`config.mk`:
```
export PLATFORM = sky130hd
export DESIGN_NAME = rgb_bus_formatter
export DESIGN_NICKNAME = d
export VERILOG_FILES = /design/src/rtl/rgbfmt_pkg.sv /design/src/rtl/rgbfmt_regs.sv /design/src/rtl/rgbfmt_pack.sv /design/src/rtl/rgbfmt_launch.sv /design/src/rtl/rgb_bus_formatter.sv
export SDC_FILE = /design/constraint.sdc
export NUM_CORES = 1
export LEC_CHECK = 0
export ABC_AREA = 1
export ABC_CLOCK_PERIOD_IN_PS = 2000
export BUFFER_PORTS_ARGS = -buffer_cell sky130_fd_sc_hd__buf_4
export CAP_MARGIN = 30
export CORE_MARGIN = 1
export CORE_UTILIZATION = 51
export CTS_BUF_LIST = sky130_fd_sc_hd__clkbuf_8
export CTS_CLUSTER_SIZE = 12
export DETAILED_ROUTE_END_ITERATION = 10
export PLACE_DENSITY_LB_ADDON = 0.2
export SYNTH_ARGS = -nofsm -noshare
export SYNTH_HDL_FRONTEND = slang
export SYNTH_SLANG_ARGS = --single-unit
```
`constraint.sdc`:
```
create_clock -name clk -period 2 [get_ports clk]
set_clock_uncertainty 0.15 [all_clocks]
set_input_delay 0.4 -clock clk [delete_from_list [all_inputs] [get_ports clk]]
set_output_delay 0.4 -clock clk [all_outputs]
set_load 0.02 [all_outputs]
```
`src/rtl/rgbfmt_pkg.sv`:
```
package rgbfmt_pkg;

    localparam int          CTRL_W  = 17;
    localparam logic [31:0] ID_WORD = 32'h0064_7069;

    // Field positions are software visible; order is MSB first.
    typedef struct packed {
        logic       de_csync;
        logic [1:0] order;
        logic [2:0] fmt;
        logic       inv_clk;
        logic       inv_hs;
        logic       inv_vs;
        logic       inv_de;
        logic       fall_hs;
        logic       fall_vs;
        logic       fall_de;
        logic       dis_hs;
        logic       dis_vs;
        logic       dis_de;
        logic       en;
    } ctrl_t;

    typedef enum logic [1:0] {
        ORD_RGB = 2'd0,
        ORD_BGR = 2'd1,
        ORD_GRB = 2'd2,
        ORD_BRG = 2'd3
    } order_e;

    typedef enum logic [2:0] {
        FMT_BLANK      = 3'd0,
        FMT_565_LOW    = 3'd1,
        FMT_565_SPREAD = 3'd2,
        FMT_565_SHIFT  = 3'd3,
        FMT_666_LOW    = 3'd4,
        FMT_666_SPREAD = 3'd5,
        FMT_888        = 3'd6,
        FMT_RSVD       = 3'd7
    } fmt_e;

endpackage

```
`src/rtl/rgbfmt_regs.sv`:
```
module rgbfmt_regs
    import rgbfmt_pkg::*;
#(
    parameter int                ADDR_W    = 4,
    parameter logic [ADDR_W-1:0] CTRL_ADDR = '0
) (
    input  logic              clk,
    input  logic              rst_n,
    input  logic              wr_en,
    input  logic [ADDR_W-1:0] addr,
    input  logic [31:0]       wdata,
    output logic [31:0]       rdata,
    output ctrl_t             ctrl
);

    localparam int PAD_W = 32 - CTRL_W;

    ctrl_t ctrl_d, ctrl_q;
    logic  hit;
    logic  unused_wdata_hi;

    assign hit             = (addr == CTRL_ADDR);
    assign unused_wdata_hi = ^wdata[31:CTRL_W];

    always_comb begin
        ctrl_d = ctrl_q;
        if (wr_en && hit) begin
            ctrl_d = ctrl_t'(wdata[CTRL_W-1:0]);
        end
    end

    always_ff @(posedge clk or negedge rst_n) begin
        if (!rst_n) begin
            ctrl_q <= '0;
        end else begin
            ctrl_q <= ctrl_d;
        end
    end

    assign rdata = hit ? {{PAD_W{1'b0}}, ctrl_q} : ID_WORD;
    assign ctrl  = ctrl_q;

endmodule

```
`src/rtl/rgbfmt_pack.sv`:
```
module rgbfmt_pack
    import rgbfmt_pkg::*;
#(
    parameter int CH_W = 8
) (
    input  logic [1:0]        order,
    input  logic [2:0]        fmt,
    input  logic [3*CH_W-1:0] pix,
    output logic [3*CH_W-1:0] bus
);

    localparam int BUS_W = 3 * CH_W;

    logic [CH_W-1:0] red, grn, blu;
    logic [CH_W-1:0] ch_a, ch_b, ch_c;
    logic [4:0]      a5, c5;
    logic [5:0]      a6, b6, c6;

    assign red = pix[3*CH_W-1 -: CH_W];
    assign grn = pix[2*CH_W-1 -: CH_W];
    assign blu = pix[CH_W-1   -: CH_W];

    always_comb begin
        case (order_e'(order))
            ORD_RGB: begin ch_a = red; ch_b = grn; ch_c = blu; end
            ORD_BGR: begin ch_a = blu; ch_b = grn; ch_c = red; end
            ORD_GRB: begin ch_a = grn; ch_b = red; ch_c = blu; end
            default: begin ch_a = blu; ch_b = red; ch_c = grn; end
        endcase
    end

    assign a5 = ch_a[CH_W-1 -: 5];
    assign c5 = ch_c[CH_W-1 -: 5];
    assign a6 = ch_a[CH_W-1 -: 6];
    assign b6 = ch_b[CH_W-1 -: 6];
    assign c6 = ch_c[CH_W-1 -: 6];

    always_comb begin
        case (fmt_e'(fmt))
            FMT_565_LOW:    bus = BUS_W'({a5, b6, c5});
            FMT_565_SPREAD: bus = BUS_W'({3'b0, a5, 2'b0, b6, 3'b0, c5});
            FMT_565_SHIFT:  bus = BUS_W'({2'b0, a5, 3'b0, b6, 2'b0, c5, 1'b0});
            FMT_666_LOW:    bus = BUS_W'({a6, b6, c6});
            FMT_666_SPREAD: bus = BUS_W'({2'b0, a6, 2'b0, b6, 2'b0, c6});
            FMT_888:        bus = {ch_a, ch_b, ch_c};
            default:        bus = '0;
        endcase
    end

endmodule

```
`src/rtl/rgbfmt_launch.sv`:
```
module rgbfmt_launch (
    input  logic clk,
    input  logic rst_n,
    input  logic rise_in,
    input  logic fall_sel,
    output logic out
);

    logic fall_d, fall_q;

    always_comb begin
        fall_d = rise_in;
    end

    always_ff @(negedge clk or negedge rst_n) begin
        if (!rst_n) begin
            fall_q <= 1'b0;
        end else begin
            fall_q <= fall_d;
        end
    end

    assign out = fall_sel ? fall_q : rise_in;

endmodule

```
`src/rtl/rgb_bus_formatter.sv`:
```
module rgb_bus_formatter
    import rgbfmt_pkg::*;
#(
    parameter int                ADDR_W    = 4,
    parameter logic [ADDR_W-1:0] CTRL_ADDR = '0,
    parameter int                CH_W      = 8
) (
    input  logic              clk,
    input  logic              rst_n,
    input  logic              reg_wr_en,
    input  logic [ADDR_W-1:0] reg_addr,
    input  logic [31:0]       reg_wdata,
    output logic [31:0]       reg_rdata,
    input  logic [3*CH_W-1:0] pix_rgb,
    input  logic              pix_hs,
    input  logic              pix_vs,
    input  logic              pix_de,
    output logic [3*CH_W-1:0] bus_data,
    output logic              bus_hs,
    output logic              bus_vs,
    output logic              bus_de,
    output logic              bus_clk_inv
);

    localparam int BUS_W    = 3 * CH_W;
    localparam int NUM_SYNC = 3;

    typedef struct packed {
        logic [BUS_W-1:0] data;
        logic             hs;
        logic             vs;
        logic             de;
        logic             prev_en;
    } pipe_t;

    ctrl_t            ctrl_q;
    pipe_t            pipe_d, pipe_q;
    logic [BUS_W-1:0] packed_pix;
    logic             live;
    logic             de_src;
    logic [NUM_SYNC-1:0] rise_sync, fall_sel, out_sync;

    rgbfmt_regs #(
        .ADDR_W    (ADDR_W),
        .CTRL_ADDR (CTRL_ADDR)
    ) u_regs (
        .clk   (clk),
        .rst_n (rst_n),
        .wr_en (reg_wr_en),
        .addr  (reg_addr),
        .wdata (reg_wdata),
        .rdata (reg_rdata),
        .ctrl  (ctrl_q)
    );

    rgbfmt_pack #(
        .CH_W (CH_W)
    ) u_pack (
        .order (ctrl_q.order),
        .fmt   (ctrl_q.fmt),
        .pix   (pix_rgb),
        .bus   (packed_pix)
    );

    // Pipeline runs only after a full cycle of enable (start-up clear).
    assign live   = ctrl_q.en & pipe_q.prev_en;
    assign de_src = ctrl_q.de_csync ? (pix_hs | pix_vs) : pix_de;

    always_comb begin
        pipe_d         = '0;
        pipe_d.prev_en = ctrl_q.en;
        if (live) begin
            pipe_d.data = pix_de ? packed_pix : '0;
            pipe_d.hs   = (pix_hs & ~ctrl_q.dis_hs) ^ ctrl_q.inv_hs;
            pipe_d.vs   = (pix_vs & ~ctrl_q.dis_vs) ^ ctrl_q.inv_vs;
            pipe_d.de   = (de_src & ~ctrl_q.dis_de) ^ ctrl_q.inv_de;
        end
    end

    always_ff @(posedge clk or negedge rst_n) begin
        if (!rst_n) begin
            pipe_q <= '0;
        end else begin
            pipe_q <= pipe_d;
        end
    end

    assign rise_sync = {pipe_q.hs, pipe_q.vs, pipe_q.de};
    assign fall_sel  = {ctrl_q.fall_hs, ctrl_q.fall_vs, ctrl_q.fall_de};

    for (genvar i = 0; i < NUM_SYNC; i++) begin : g_sync
        rgbfmt_launch u_launch (
            .clk      (clk),
            .rst_n    (rst_n),
            .rise_in  (rise_sync[i]),
            .fall_sel (fall_sel[i]),
            .out      (out_sync[i])
        );
    end

    assign bus_data    = pipe_q.data;
    assign bus_hs      = out_sync[2];
    assign bus_vs      = out_sync[1];
    assign bus_de      = out_sync[0];
    assign bus_clk_inv = ctrl_q.en & ctrl_q.inv_clk;

endmodule

```
==> impl_metrics.tcl <==
set metrics [dict create \
    drt-pass1-iter-count 6 \
    cp-endpoint "bus_hs" \
    grt_pass1_wl_um 14890 \
    synth.area.top_cells "dfrtp_1, nand2_1, nand3_1" \
    synth_top_area_cell "dfrtp_1" \
    dp_slack_ns -0.2635 \
    synth.distinct_cells 26 \
    min_path_type "in2reg" \
    whs_path_depth 3 \
    num_antenna_cells 0 \
    setup_viol 3 \
    vias 3357 \
    crit_path_end_kind "primary output" \
    start_util_pct 53.45 \
    postCtsSetupRepairBufs 0 \
    yosysWarningCount 0 \
    syn_avg_cell_area_um2 6.772 \
    ys_ff_latch 48 \
    ant_nets 0 \
    crit_path_start_kind "register" \
    routedWlPerCell_um 14.91 \
    clk_latency_ns 0.30 \
    reg2reg_setup_slack_ns 0.24 \
    worstRegToRegCells 9 \
    clk_pin_slew_ns 0.09 \
    netlist_area_um2 3183 \
    cts_tree "yes" \
    cap_violations 0 \
    io_pins 126 \
    clockBufferDepth 2 \
    setup_ws_ns -0.5834 \
    ys_seq_area_share_pct 37.74 \
    antenna_found_initial 0 \
    slew_violations 0 \
    vias_per_cell 5.262 \
    clock-sinks 48 \
    core_um2 5956 \
    rsz0062_at_grt "yes" \
    arrival_ns 2.03 \
    grt_pass1_vias 3041 \
    rr_startpoint "u_regs.ctrl[14]" \
    chipWidth_um 81 \
    area_delta_synth_final_pct 28.30 \
    htree_levels 2 \
    cts_root_buffer "clkbuf_8" \
    pwr_density_cell_nw_per_um2 794.7 \
    num_rows 28 \
    drive_gt1_share_pct 26.82 \
    worstSetupPathType "reg2out" \
    syn_inst 470 \
    ir_drop_mv 0.4546 \
    die_h_um 81 \
    power.leakage_nw 2.381 \
    cts_buffers 5 \
    nNetsFinal 628 \
    overflow 0 \
    drc 0 \
    grt_usage_pct 30.46 \
    crit_fanout 1 \
    final_area_um2 4084 \
    crit_required_ns 1.45 \
    dp_hpwl_um 7266 \
    fp.dieArea_um2 6561 \
    grt_max_degree 32 \
    cp-startpoint "g_sync[2].u_launch.fall_q" \
    hold_violations 0 \
    dr.first_iter.drc_count 263 \
    r2r_end "bus_data[5]" \
    gp_congestion 0.9878 \
    synth_top_area_share_pct 35.38 \
    outcome "complete, but fails checks" \
    placed_area_um2 3909 \
    violations "negative setup slack" \
    wirelength_um 9515 \
    portBuffers 98 \
]
==> cell families after synthesis <==
kind of cell,synth area share (%)
compound gates,4.874
buf+inv,18.79
flops,37.74
mux,0.7075
other cells,0.1178
simple gates,37.78
==> final cells by class <==
cell class / count / area, µm²
tap: 75 / 93.84
timing repair buffer: 126 / 972.2
clock buffer: 5 / 68.82
clock inverter: 3 / 68.82
multi-input combinational: 317 / 1435
sequential: 48 / 1201
fill: 536 / 1872
inverter: 64 / 244.0
==> stage by stage <==
step	hold slack [ns]	util, %	cells	setup TNS (ns)	power, W
floorplan	-0.04559	-	481	-0.3475	0.001907
detailed placement	0.1408	65.63	629	-0.6796	0.002353
global placement	0.1341	65.63	629	-0.6484	0.002331
global route	0.1778	68.57	638	-1.728	0.003435
finish	0.1849	68.57	638	-1.633	0.003246
CTS	0.1810	68.36	638	-1.636	0.003223
==> cells in the final DEF (no fill, tap or decap) <==
cell and instances:
nor3_1 7, bufinv_16 2, nand2_1 111, dfrtn_1 3
buf_6 3, and2_1 6, nand2_2 3, nand2_4 1
or2_2 4, clkinvlp_4 1, dlygate4sd3_1 1, buf_12 1
buf_4 121, a21oi_1 22, mux2_4 2, nand4_1 18
inv_1 57, inv_6 1, dfrtp_1 45, o21ai_0 9
nor2_1 57, clkinv_1 1, nor2_2 1, nand3_1 62
clkbuf_8 5, conb_1 12, inv_2 5, nand3_2 1
nand3b_1 1
==> critical path, stage by stage, from the launching register on <==
cell and delay (ns):
dfrtn_1 0.34, mux2_4 0.26, buf_6 0.13
==> cell usage after synthesis <==
library cell	instances
or2_2	4
nor2_1	57
clkbuf_1	4
buf_6	1
nor2_2	1
buf_4	39
nor3_1	7
nand2_1	112
o21ai_0	9
inv_2	5
buf_1	1
nand2_2	2
dfrtn_1	3
nand4_1	18
dfrtp_1	45
inv_1	58
a21oi_1	22
nand3b_1	1
nand2_4	1
buf_2	7
conb_1	1
and2_1	6
mux2_2	2
nand3_1	62
nand3_2	1
clkinv_1	1
==> power breakdown <==
| group | total [W] | leakage [nW] | switching [W] | internal, W |
|---|---|---|---|---|
| combinational | 0.00125 | 1.70 | 0.000781 | 0.000469 |
| clock | 0.000858 | 0.0687 | 0.000355 | 0.000504 |
| sequential | 0.00114 | 0.615 | 0.0000728 | 0.00106 |
==> metal layers <==
| layer | vias to the layer above | global-route usage [%] | wire length, µm |
|---|---|---|---|
| met5 | - | 0 | 0 |
| met4 | 0 | 7.321 | 121 |
| met3 | 14 | 6.517 | 706 |
| met2 | 162 | 51.09 | 4613 |
| met1 | 1571 | 39.89 | 4073 |
| li1 | 1610 | - | - |
==> registers in the layout, summed over array words and instances, names as in the netlist <==
signal / cells
g_sync.u_launch.fall_q: 3
u_regs.ctrl: 17
pipe_q: 4
bus_data: 24
==> repair_timing <==
| action | 4_1_cts | 5_1_grt |
|---|---|---|
| endpoints found under the setup margin | 4 | 5 |
| gates resized for setup | 4 | 3 |
| hold buffers | 1 | 0 |
| hold endpoints to repair | 15 | 0 |
| pin swaps | 0 | 0 |
==> worst min-delay path by stage <==
stage,end,start
final,u_regs.ctrl[15],reg_wdata[15]
after global routing,u_regs.ctrl[3],reg_wdata[3]
after CTS,u_regs.ctrl[6],reg_wdata[6]
after detailed placement,u_regs.ctrl[2],rst_n
after global placement,u_regs.ctrl[4],rst_n
after floorplan,bus_data[0],rst_n
Note: power is estimated with default switching activity, not from simulation.
